**config.mk**
```make
export PLATFORM = sky130hd
export DESIGN_NAME = mmtc_top
export DESIGN_NICKNAME = d
export VERILOG_FILES = /design/src/rtl/mmtc_pkg.sv /design/src/rtl/mmtc_prescaler.sv /design/src/rtl/mmtc_sync.sv /design/src/rtl/mmtc_gate.sv /design/src/rtl/mmtc_top.sv
export SDC_FILE = /design/constraint.sdc
export NUM_CORES = 1
export LEC_CHECK = 0
export ABC_CLOCK_PERIOD_IN_PS = 3500
export BUFFER_PORTS_ARGS = -buffer_cell sky130_fd_sc_hd__buf_2
export CORE_MARGIN = 2
export CORE_UTILIZATION = 60
export CTS_BUF_LIST = sky130_fd_sc_hd__clkbuf_8
export DETAILED_ROUTE_END_ITERATION = 8
export PLACE_DENSITY_LB_ADDON = 0.2
export SYNTH_ARGS = -nofsm -noshare
export SYNTH_HDL_FRONTEND = slang
export SYNTH_HIERARCHICAL = 1
export SYNTH_SLANG_ARGS = --single-unit
```
**constraint.sdc**
```tcl
create_clock -name clk -period 3.5 [get_ports clk]
set_input_delay 0.525 -clock clk [delete_from_list [all_inputs] [get_ports clk]]
set_output_delay 0.525 -clock clk [all_outputs]
set_load 0.02 [all_outputs]
```
**src/rtl/mmtc_pkg.sv**
```systemverilog
package mmtc_pkg;

    localparam int CNT_W  = 16;
    localparam int ADDR_W = 3;

    localparam logic [ADDR_W-1:0] A_CMP_LO = 3'd0;
    localparam logic [ADDR_W-1:0] A_CMP_HI = 3'd1;
    localparam logic [ADDR_W-1:0] A_CTRL   = 3'd2;
    localparam logic [ADDR_W-1:0] A_GATE   = 3'd3;
    localparam logic [ADDR_W-1:0] A_CAP_LO = 3'd4;
    localparam logic [ADDR_W-1:0] A_CAP_HI = 3'd5;

    localparam logic [2:0] SRC_EXT = 3'd7;

    typedef enum logic [1:0] {
        M_TIMER = 2'b00,
        M_RSVD  = 2'b01,
        M_PULSE = 2'b10,
        M_FREQ  = 2'b11
    } mode_e;

    typedef enum logic [1:0] {
        RUN_STOP = 2'b00,
        RUN_X1   = 2'b01,
        RUN_GO   = 2'b10,
        RUN_X3   = 2'b11
    } run_e;

    typedef struct packed {
        logic       clr;
        logic [2:0] src;
        mode_e      mode;
        run_e       run;
    } ctrl_t;

    localparam ctrl_t CTRL_RST = '{clr: 1'b1, src: 3'd0, mode: M_TIMER, run: RUN_STOP};

    // Per-mode condition that lets a source tick advance the count
    function automatic logic mode_qual(input mode_e m, input logic level, input logic gate);
        case (m)
            M_TIMER: mode_qual = 1'b1;
            M_PULSE: mode_qual = level;
            M_FREQ:  mode_qual = gate;
            default: mode_qual = 1'b0;
        endcase
    endfunction

endpackage

```
**src/rtl/mmtc_prescaler.sv**
```systemverilog
module mmtc_prescaler #(
    parameter int PRE_W = 8
) (
    input  logic       clk,
    input  logic       rst,
    input  logic [2:0] sel,
    output logic       tick
);
    logic [PRE_W-1:0] pre_q;
    logic [PRE_W-1:0] mask;

    always_ff @(posedge clk) begin
        if (rst) pre_q <= '0;
        else     pre_q <= pre_q + 1'b1;
    end

    always_comb begin
        mask = ~({PRE_W{1'b1}} << sel);
        tick = ((pre_q & mask) == mask);
    end
endmodule

```
**src/rtl/mmtc_sync.sv**
```systemverilog
module mmtc_sync #(
    parameter int STAGES = 2
) (
    input  logic clk,
    input  logic rst,
    input  logic din,
    output logic level,
    output logic rise,
    output logic fall
);
    logic [STAGES:0] sh_q;

    always_ff @(posedge clk) begin
        if (rst) sh_q <= '0;
        else     sh_q <= {sh_q[STAGES-1:0], din};
    end

    assign level = sh_q[STAGES-1];
    assign rise  = sh_q[STAGES-1] & ~sh_q[STAGES];
    assign fall  = ~sh_q[STAGES-1] & sh_q[STAGES];
endmodule

```
**src/rtl/mmtc_gate.sv**
```systemverilog
module mmtc_gate #(
    parameter int GATE_SHIFT = 2
) (
    input  logic       clk,
    input  logic       rst,
    input  logic       en,
    input  logic [3:0] ta,
    input  logic [3:0] tb,
    output logic       gate,
    output logic       gate_end
);
    localparam int GW = 5 + GATE_SHIFT;

    logic [GW-1:0] cnt_q;
    logic [GW-1:0] hi_len;
    logic [GW-1:0] lo_len;
    logic          phase_hi_q;

    always_comb begin
        hi_len = GW'(5'd16 - {1'b0, ta}) << GATE_SHIFT;
        lo_len = GW'(5'd16 - {1'b0, tb}) << GATE_SHIFT;
    end

    always_ff @(posedge clk) begin
        if (rst || !en) begin
            cnt_q      <= '0;
            phase_hi_q <= 1'b1;
        end else if (phase_hi_q) begin
            if (cnt_q == hi_len - 1'b1) begin
                cnt_q      <= '0;
                phase_hi_q <= 1'b0;
            end else begin
                cnt_q <= cnt_q + 1'b1;
            end
        end else begin
            if (cnt_q == lo_len - 1'b1) begin
                cnt_q      <= '0;
                phase_hi_q <= 1'b1;
            end else begin
                cnt_q <= cnt_q + 1'b1;
            end
        end
    end

    assign gate     = en & phase_hi_q;
    assign gate_end = gate & (cnt_q == hi_len - 1'b1);
endmodule

```
**src/rtl/mmtc_top.sv**
```systemverilog
module mmtc_top
    import mmtc_pkg::*;
#(
    parameter int PRE_W      = 8,
    parameter int GATE_SHIFT = 2
) (
    input  logic              clk,
    input  logic              rst,
    input  logic              wr_en,
    input  logic [ADDR_W-1:0] addr,
    input  logic [7:0]        wdata,
    output logic [7:0]        rdata,
    input  logic              ext_in,
    output logic              irq_o,
    output logic              ovf_o,
    output logic              gate_o
);
    ctrl_t            ctrl_q;
    logic [CNT_W-1:0] cmp_q, count_q, cap_q;
    logic [7:0]       stage_lo_q, gate_cfg_q;
    logic             hold_q, resume_q, ovf_q, irq_q;

    logic             pre_tick, ext_level, ext_rise, ext_fall;
    logic             gate, gate_end, running, src_tick, inc;
    logic             match_evt, capture_evt;
    logic [CNT_W:0]   cnt_plus;

    mmtc_prescaler #(.PRE_W(PRE_W)) u_pre (
        .clk(clk), .rst(rst), .sel(ctrl_q.src), .tick(pre_tick)
    );

    mmtc_sync #(.STAGES(2)) u_sync (
        .clk(clk), .rst(rst), .din(ext_in),
        .level(ext_level), .rise(ext_rise), .fall(ext_fall)
    );

    mmtc_gate #(.GATE_SHIFT(GATE_SHIFT)) u_gate (
        .clk(clk), .rst(rst),
        .en(running && ctrl_q.mode == M_FREQ && ctrl_q.clr),
        .ta(gate_cfg_q[7:4]), .tb(gate_cfg_q[3:0]),
        .gate(gate), .gate_end(gate_end)
    );

    always_comb begin
        running     = (ctrl_q.run == RUN_GO);
        src_tick    = (ctrl_q.src == SRC_EXT) ? ext_rise : pre_tick;
        inc         = running & src_tick & mode_qual(ctrl_q.mode, ext_level, gate);
        cnt_plus    = {1'b0, count_q} + (CNT_W+1)'(1);
        match_evt   = running && ctrl_q.mode == M_TIMER && inc && !hold_q
                      && cnt_plus == {1'b0, cmp_q};
        capture_evt = running && ((ctrl_q.mode == M_PULSE && ext_fall) ||
                                  (ctrl_q.mode == M_FREQ && gate_end));
    end

    // Register writes and the self-restoring clear bit
    always_ff @(posedge clk) begin
        if (rst) begin
            ctrl_q     <= CTRL_RST;
            cmp_q      <= '0;
            stage_lo_q <= '0;
            gate_cfg_q <= '0;
            hold_q     <= 1'b0;
            resume_q   <= 1'b0;
        end else begin
            if (wr_en && addr == A_CTRL)  ctrl_q <= ctrl_t'(wdata);
            else if (!ctrl_q.clr)         ctrl_q.clr <= 1'b1;

            if (wr_en && addr == A_GATE)  gate_cfg_q <= wdata;

            if (wr_en && addr == A_CMP_LO) begin
                stage_lo_q <= wdata;
                hold_q     <= 1'b1;
            end else if (wr_en && addr == A_CMP_HI) begin
                cmp_q    <= {wdata, stage_lo_q};
                hold_q   <= 1'b1;
                resume_q <= 1'b1;
            end else if (resume_q) begin
                hold_q   <= 1'b0;
                resume_q <= 1'b0;
            end
        end
    end

    // Counting, matching, capture and overflow
    always_ff @(posedge clk) begin
        if (rst) begin
            count_q <= '0;
            cap_q   <= '0;
            ovf_q   <= 1'b0;
            irq_q   <= 1'b0;
        end else begin
            irq_q <= 1'b0;
            if (!running || !ctrl_q.clr) begin
                count_q <= '0;
                ovf_q   <= 1'b0;
            end else if (capture_evt) begin
                cap_q   <= count_q + CNT_W'(inc);
                count_q <= '0;
                irq_q   <= 1'b1;
            end else if (match_evt) begin
                count_q <= '0;
                irq_q   <= 1'b1;
            end else if (inc) begin
                count_q <= cnt_plus[CNT_W-1:0];
                if (cnt_plus[CNT_W]) ovf_q <= 1'b1;
            end
        end
    end

    always_comb begin
        case (addr)
            A_CMP_LO: rdata = count_q[7:0];
            A_CMP_HI: rdata = count_q[15:8];
            A_CTRL:   rdata = ctrl_q;
            A_GATE:   rdata = gate_cfg_q;
            A_CAP_LO: rdata = cap_q[7:0];
            A_CAP_HI: rdata = cap_q[15:8];
            default:  rdata = 8'h00;
        endcase
    end

    assign irq_o  = irq_q;
    assign ovf_o  = ovf_q;
    assign gate_o = gate;
endmodule

```
Word level (Yosys, flattened, before mapping)
Index checks and enable logic that the tools add are counted.
- flip-flop bits (word level): 95
- input port bits: 15
- output and inout port bits: 11
- word-level logic and storage cells: 98
- add/subtract/negate cells: 8
- equal/unequal tests: 13
- shift operators: 1
- muxes and demuxes: 15
- bitwise gates (word level): 15
- reductions and logical operators: 29
- operators with widths (cell ; number):
    8-bit case mux with 6 select lines ; 1
    7-bit 2-to-1 mux ; 3
    16-bit by 1-bit adder with 17-bit output, second input constant ; 1
    17-bit by 16-bit == test with 1-bit output ; 1
    16-bit by 1-bit adder with 16-bit output ; 1
    7-bit == test ; 2
    7-bit by 1-bit subtractor with 7-bit output, second input constant ; 2
    1-bit logical AND ; 13
    1-bit 2-to-1 mux ; 10
    5-bit by 4-bit subtractor with 5-bit output, first input constant ; 2
    3-bit == test, second input constant ; 3
    8-bit by 1-bit adder with 8-bit output, second input constant ; 1
    8-bit bitwise AND ; 1
    8-bit == test ; 1
    8-bit inverter ; 1
    8-bit by 3-bit << shifter with 8-bit output, first input constant ; 1
    7-bit by 1-bit adder with 7-bit output, second input constant ; 1
    1-bit inverter ; 7
    1-bit bitwise AND ; 6
    2-bit == test, second input constant ; 3
    3-bit by 2-bit == test with 1-bit output, second input constant ; 2
    1-bit logical NOT ; 4
    2-bit AND reduction ; 2
    4-bit AND reduction ; 1
    other kinds (8) ; 11

Logic depth before layout (Yosys ltp)
- depth after elaboration: 12
- mapped depth: 15
- gate-level depth less buffers: 15

Modules after synthesis
The synthesis kept the hierarchy.
- modules (own cells, without submodules) (module ; instances ; cells an instance ; area each (µm²)):
    mmtc_top ; 1 ; 503 ; 4048.9
    mmtc_gate ; 1 ; 71 ; 610.6
    mmtc_prescaler ; 1 ; 36 ; 319.1
    mmtc_sync ; 1 ; 8 ; 91.3

Worst setup path before layout
OpenSTA, ideal clock, no wires.
- kind: flip-flop to flip-flop
- start point: register gate_cfg_q[4]
- end point: register cap_q[0]
- setup time: 0.128 ns
- arrival time: 2.734 ns
- path slack: 0.638 ns
- cell stages (with the launch flop): 13
- path buffers: 1
- period minus slack after synthesis: 2.862 ns
- cells stage by stage: dfxtp_1 inv_1 ha_1 xnor2_1 mux2i_1 or4_4 nor2_1 mux2_2 and3_1 and2_1 clkbuf_1 mux2i_1 nor2_1
- cells in the longest elaborated chain, start to end: 8
- ends and longest elaborated chain (what ; line ; RTL):
    start, declared ; mmtc_top.sv:20 ; logic [7:0] stage_lo_q, gate_cfg_q;
    start signal, assigned ; mmtc_top.sv:68 ; if (wr_en && addr == A_GATE) gate_cfg_q <= wdata;
    5-bit by 4-bit subtractor with 5-bit output ; mmtc_gate.sv:20 ; hi_len = GW'(5'd16 - {1'b0, ta}) << GATE_SHIFT;
    7-bit by 1-bit subtractor with 7-bit output ; mmtc_gate.sv:46 ; assign gate_end = gate & (cnt_q == hi_len - 1'b1);
    7-bit == test ; mmtc_gate.sv:46 ;
    1-bit bitwise AND ; mmtc_gate.sv:46 ;
    net gate_end ; mmtc_top.sv:24 ; logic gate, gate_end, running, src_tick, inc;
    1-bit logical AND ; mmtc_top.sv:52 ; (ctrl_q.mode == M_FREQ && gate_end));
    1-bit logical OR ; mmtc_top.sv:51 ; capture_evt = running && ((ctrl_q.mode == M_PULSE && ext_fall) ||
    1-bit logical AND ; mmtc_top.sv:51 ;
    2-bit AND reduction (no source line) ; -- ;
    end signal, assigned ; mmtc_top.sv:97 ; cap_q <= count_q + CNT_W'(inc);
    end, declared ; mmtc_top.sv:19 ; logic [CNT_W-1:0] cmp_q, count_q, cap_q;
The timed path passes the listed nets, and every way through them passes these cells.
A chain may end at the register's enable or synchronous reset.

Worst setup path after layout
- start point: register ctrl_q[1] in the netlist's numbering
- end point: register cap_q[12]
- cells in the longest elaborated chain, start to end: 9
- elaborated cells on any way between the ends: 16
- ends and longest elaborated chain (what ; line ; RTL):
    start, declared ; mmtc_top.sv:18 ; ctrl_t ctrl_q;
    start signal, assigned ; mmtc_top.sv:65 ; if (wr_en && addr == A_CTRL) ctrl_q <= ctrl_t'(wdata);
    2-bit == test (*) ; mmtc_top.sv:45 ; running = (ctrl_q.run == RUN_GO);
    parallel branches: the longest is 8 deep, another holds 16-bit by 1-bit adder with 16-bit output ; -- ;
Mark *: on every way between the ends.

==> flow_summary.ini <==
[worst_setup_path]
cp_data_arrival_time_ns = 3.45
crit_slowest_cell = dfxtp_1
crit_required_ns = 3.79
cp_common_cell = nand3_1
crit_type = reg2reg
cp-start-kind = flip-flop
worstPathMaxFanout = 5
cp_cell_sequence = nor2b_1 -> and4_1 -> nand2_1 -> inv_1 -> nand3_1 -> o21ai_0 -> nand3_1 -> inv_1 -> ha_1 -> ha_1 -> nand3_1 -> nor3_1 -> nand3_1 -> xor2_1 -> a211oi_1
cp_slowest_stage_delay_ns = 0.37
end_kind = flip-flop

[clocking]
cts_tree = done
cts_resized = 0
cts_setup_buffers = 0
clock_sinks = 94
postCtsHoldBufs = 0
cts.clk_slew.worst_paths_ns = 0.11
clk_latency_ns = 0.38
cts_buffers = 9
cts_max_level = 3
root_buffer = clkbuf_8
clk_path_buf_depth = 2

[yosys]
ys_ff_latch = 94
syn_inst = 618
syn_nets = 640
synth_edf_count = 0
post-synth-top-count-cell = dfxtp_1
async_reset_ff_share_pct = 0
synthTopCellsByCount = dfxtp_1 (94), nand2_1 (90), nor2_1 (75), xnor2_1 (47), a21oi_1 (43)
synthTopCellsByArea = dfxtp_1 (37%), xnor2_1 (8.1%), nand2_1 (6.7%)
seq_area_frac_synth_pct = 37.1
netlist_area_um2 = 5070
synth_cell_types = 58
synthFlopType = dfxtp_1
yosysWarnings = 6
yosys.area.top_type_share_pct = 37.1
post-synth-top-area-cell = dfxtp_1
avgSynthCellArea_um2 = 8.20

[place]
gp_congestion = 0.965
dp_hpwl_mm = 9.26
portBuffers = 25
dpl-instance-area_um2 = 5220

[grt]
overflow = 0
grt_usage_pct = 29.3
grt_pass1_wl_mm = 20.4
antenna_found_initial = 0
grt_max_degree = 52
grt_pass1_vias = 4085

[timing]
drv_slew = 0
hold_viol_final = 0
setup_violations = 0
max_slew_margin_pct = 40.9
fin_crit_ns = 3.16
tns_ns = 0
worst_pin_slew_ns = 0.884
clock_skew_ns = 0.0105
max_freq_mhz = 316
rsz0062_at_grt = false
fin_crit_sh_pct = 90.3

[cells_and_area]
utilization_pct = 65.8
ff_latch_area_um2 = 1880
syn_to_final_growth_pct = 6.69
drive_gt1_share_pct = 11.6
design_area_um2 = 5410
antenna_cells = 0
nets = 649
multi_input_area_um2 = 2970
fillers = 710

[power]
ir_drop_mv = 0.246
power.density_nw_per_um2 = 356
leakagePower_nw = 1.86
power_w = 0.00193

[outcome]
run_status = complete, no violations

[die]
fp.dieW_um = 95.9
die_height_um = 95.9
num_rows = 33
boundaryPins = 26
coreArea_um2 = 8220
start_util_pct = 61.7
die_area_um2 = 9200

[detailed_routing]
vias = 4437
drc = 0
drt_iter0_markers = 299
drtAntennaViolNets = 0
wl_per_cell_um = 17.3
vias_per_cell = 6.02
wl_mm = 12.8
drt_pre_antenna_iters = 5

[min_path]
hold_class = in2reg

[flow_run]
cap_violations = 0
[cell usage in the layout (no fill, tap or decap), drive strengths merged, types with 2 or more instances in the layout]
master,instances
o311ai,2
o21a,3
o21ai,10
clkinv,2
mux2,8
a221oi,2
nor2,75
nor3,28
nand3,17
nor4,4
nand2b,4
nand2,91
and3,7
ha,7
a22oi,6
mux2i,17
mux4,3
clkbuf,9
xor2,25
buf,33
nand4,12
dfxtp,94
a211oi,15
nor3b,3
o22ai,7
and2,2
nor2b,18
xnor2,47
a31oi,2
inv,20
a21oi,43
[layout make-up]
class                   instances  share of cell area (%)
well taps                     105                    2.43
clock inverters                 7                    1.13
multi-input cells             473                    54.8
flip-flops and latches         94                    34.8
inverters                      16                    1.11
repair buffers                 33                    3.42
clock buffers                   9                    2.29
[worst max-delay path: cells and delay by family (launching register included)]
| family | cells | cell delay, ns |
|---|---|---|
| AOI/OAI and AO/OA | 2 | 0.32 |
| xor gates and xnor gates | 1 | 0.15 |
| adders and majority gates | 2 | 0.41 |
| buffers and inverters | 2 | 0.29 |
| DFF | 1 | 0.37 |
| and+or+nand+nor | 8 | 1.54 |
[worst paths after layout]
| path | startpoint | endpoint | slack, ns | depth (start not counted) |
|---|---|---|---|---|
| worst min-delay path | ext_in | u_sync/sh_q[0]$_SDFF_PP0_ | 0.35 | 2 |
| worst min register to register | stage_lo_q[1]$_SDFFE_PP0P_ | cmp_q[1]$_SDFFE_PP0P_ | 0.46 | 2 |
| worst max register to register | ctrl_q[1]$_SDFFE_PP0P_ | cap_q[12]$_SDFFE_PP0P_ | 0.34 | 15 |
| worst max-delay path | ctrl_q[1]$_SDFFE_PP0P_ | cap_q[12]$_SDFFE_PP0P_ | 0.34 | 15 |
[flip-flops by register name, indices dropped and copies added, names as in the netlist]
| register | cells |
|---|---|
| gate_cfg_q | 8 |
| u_sync/sh_q | 3 |
| u_gate/phase_hi_q | 1 |
| irq_o | 1 |
| u_gate/cnt_q | 7 |
| count_q | 16 |
| ovf_o | 1 |
| u_pre/pre_q | 7 |
| resume_q | 1 |
| cap_q | 16 |
| cmp_q | 16 |
| hold_q | 1 |
| stage_lo_q | 8 |
| ctrl_q | 8 |
[through the flow]
step | hold WS, ns | worst slack (ns) | std cells
after global routing | 0.347 | 0.0836 | 737
after CTS | 0.336 | 0.387 | 737
after floorplan | 0.414 | 0.638 | 618
after detailed placement | 0.443 | 0.423 | 721
after global placement | 0.423 | 0.574 | 721
final | 0.352 | 0.340 | 737
[where the power goes]
part / internal, W / switching [W]
clock: 0.000273 / 0.000432
combinational: 0.0000453 / 0.0000782
sequential: 0.00108 / 0.0000152
[logic make-up after synthesis]
logic type | Yosys count | share of synthesized area [%]
multiplexers | 28 | 6.47
AND/OR/NAND/NOR | 267 | 25.3
XOR/XNOR | 72 | 12.4
adder cells (fa/ha/maj) | 7 | 1.73
buffers and inverters | 51 | 4.39
AO/OA/AOI/OAI | 99 | 12.5
flip-flops | 94 | 37.1
[metal layers]
layer	global-route usage [%]	vias up	part of all wire [%]
li1	-	2144	-
met1	38.9	2094	44
met2	46.1	163	47
met3	5.79	36	6.1
met4	13.6	0	2.8
met5	0	-	0
(Power assumes the default switching activity.)
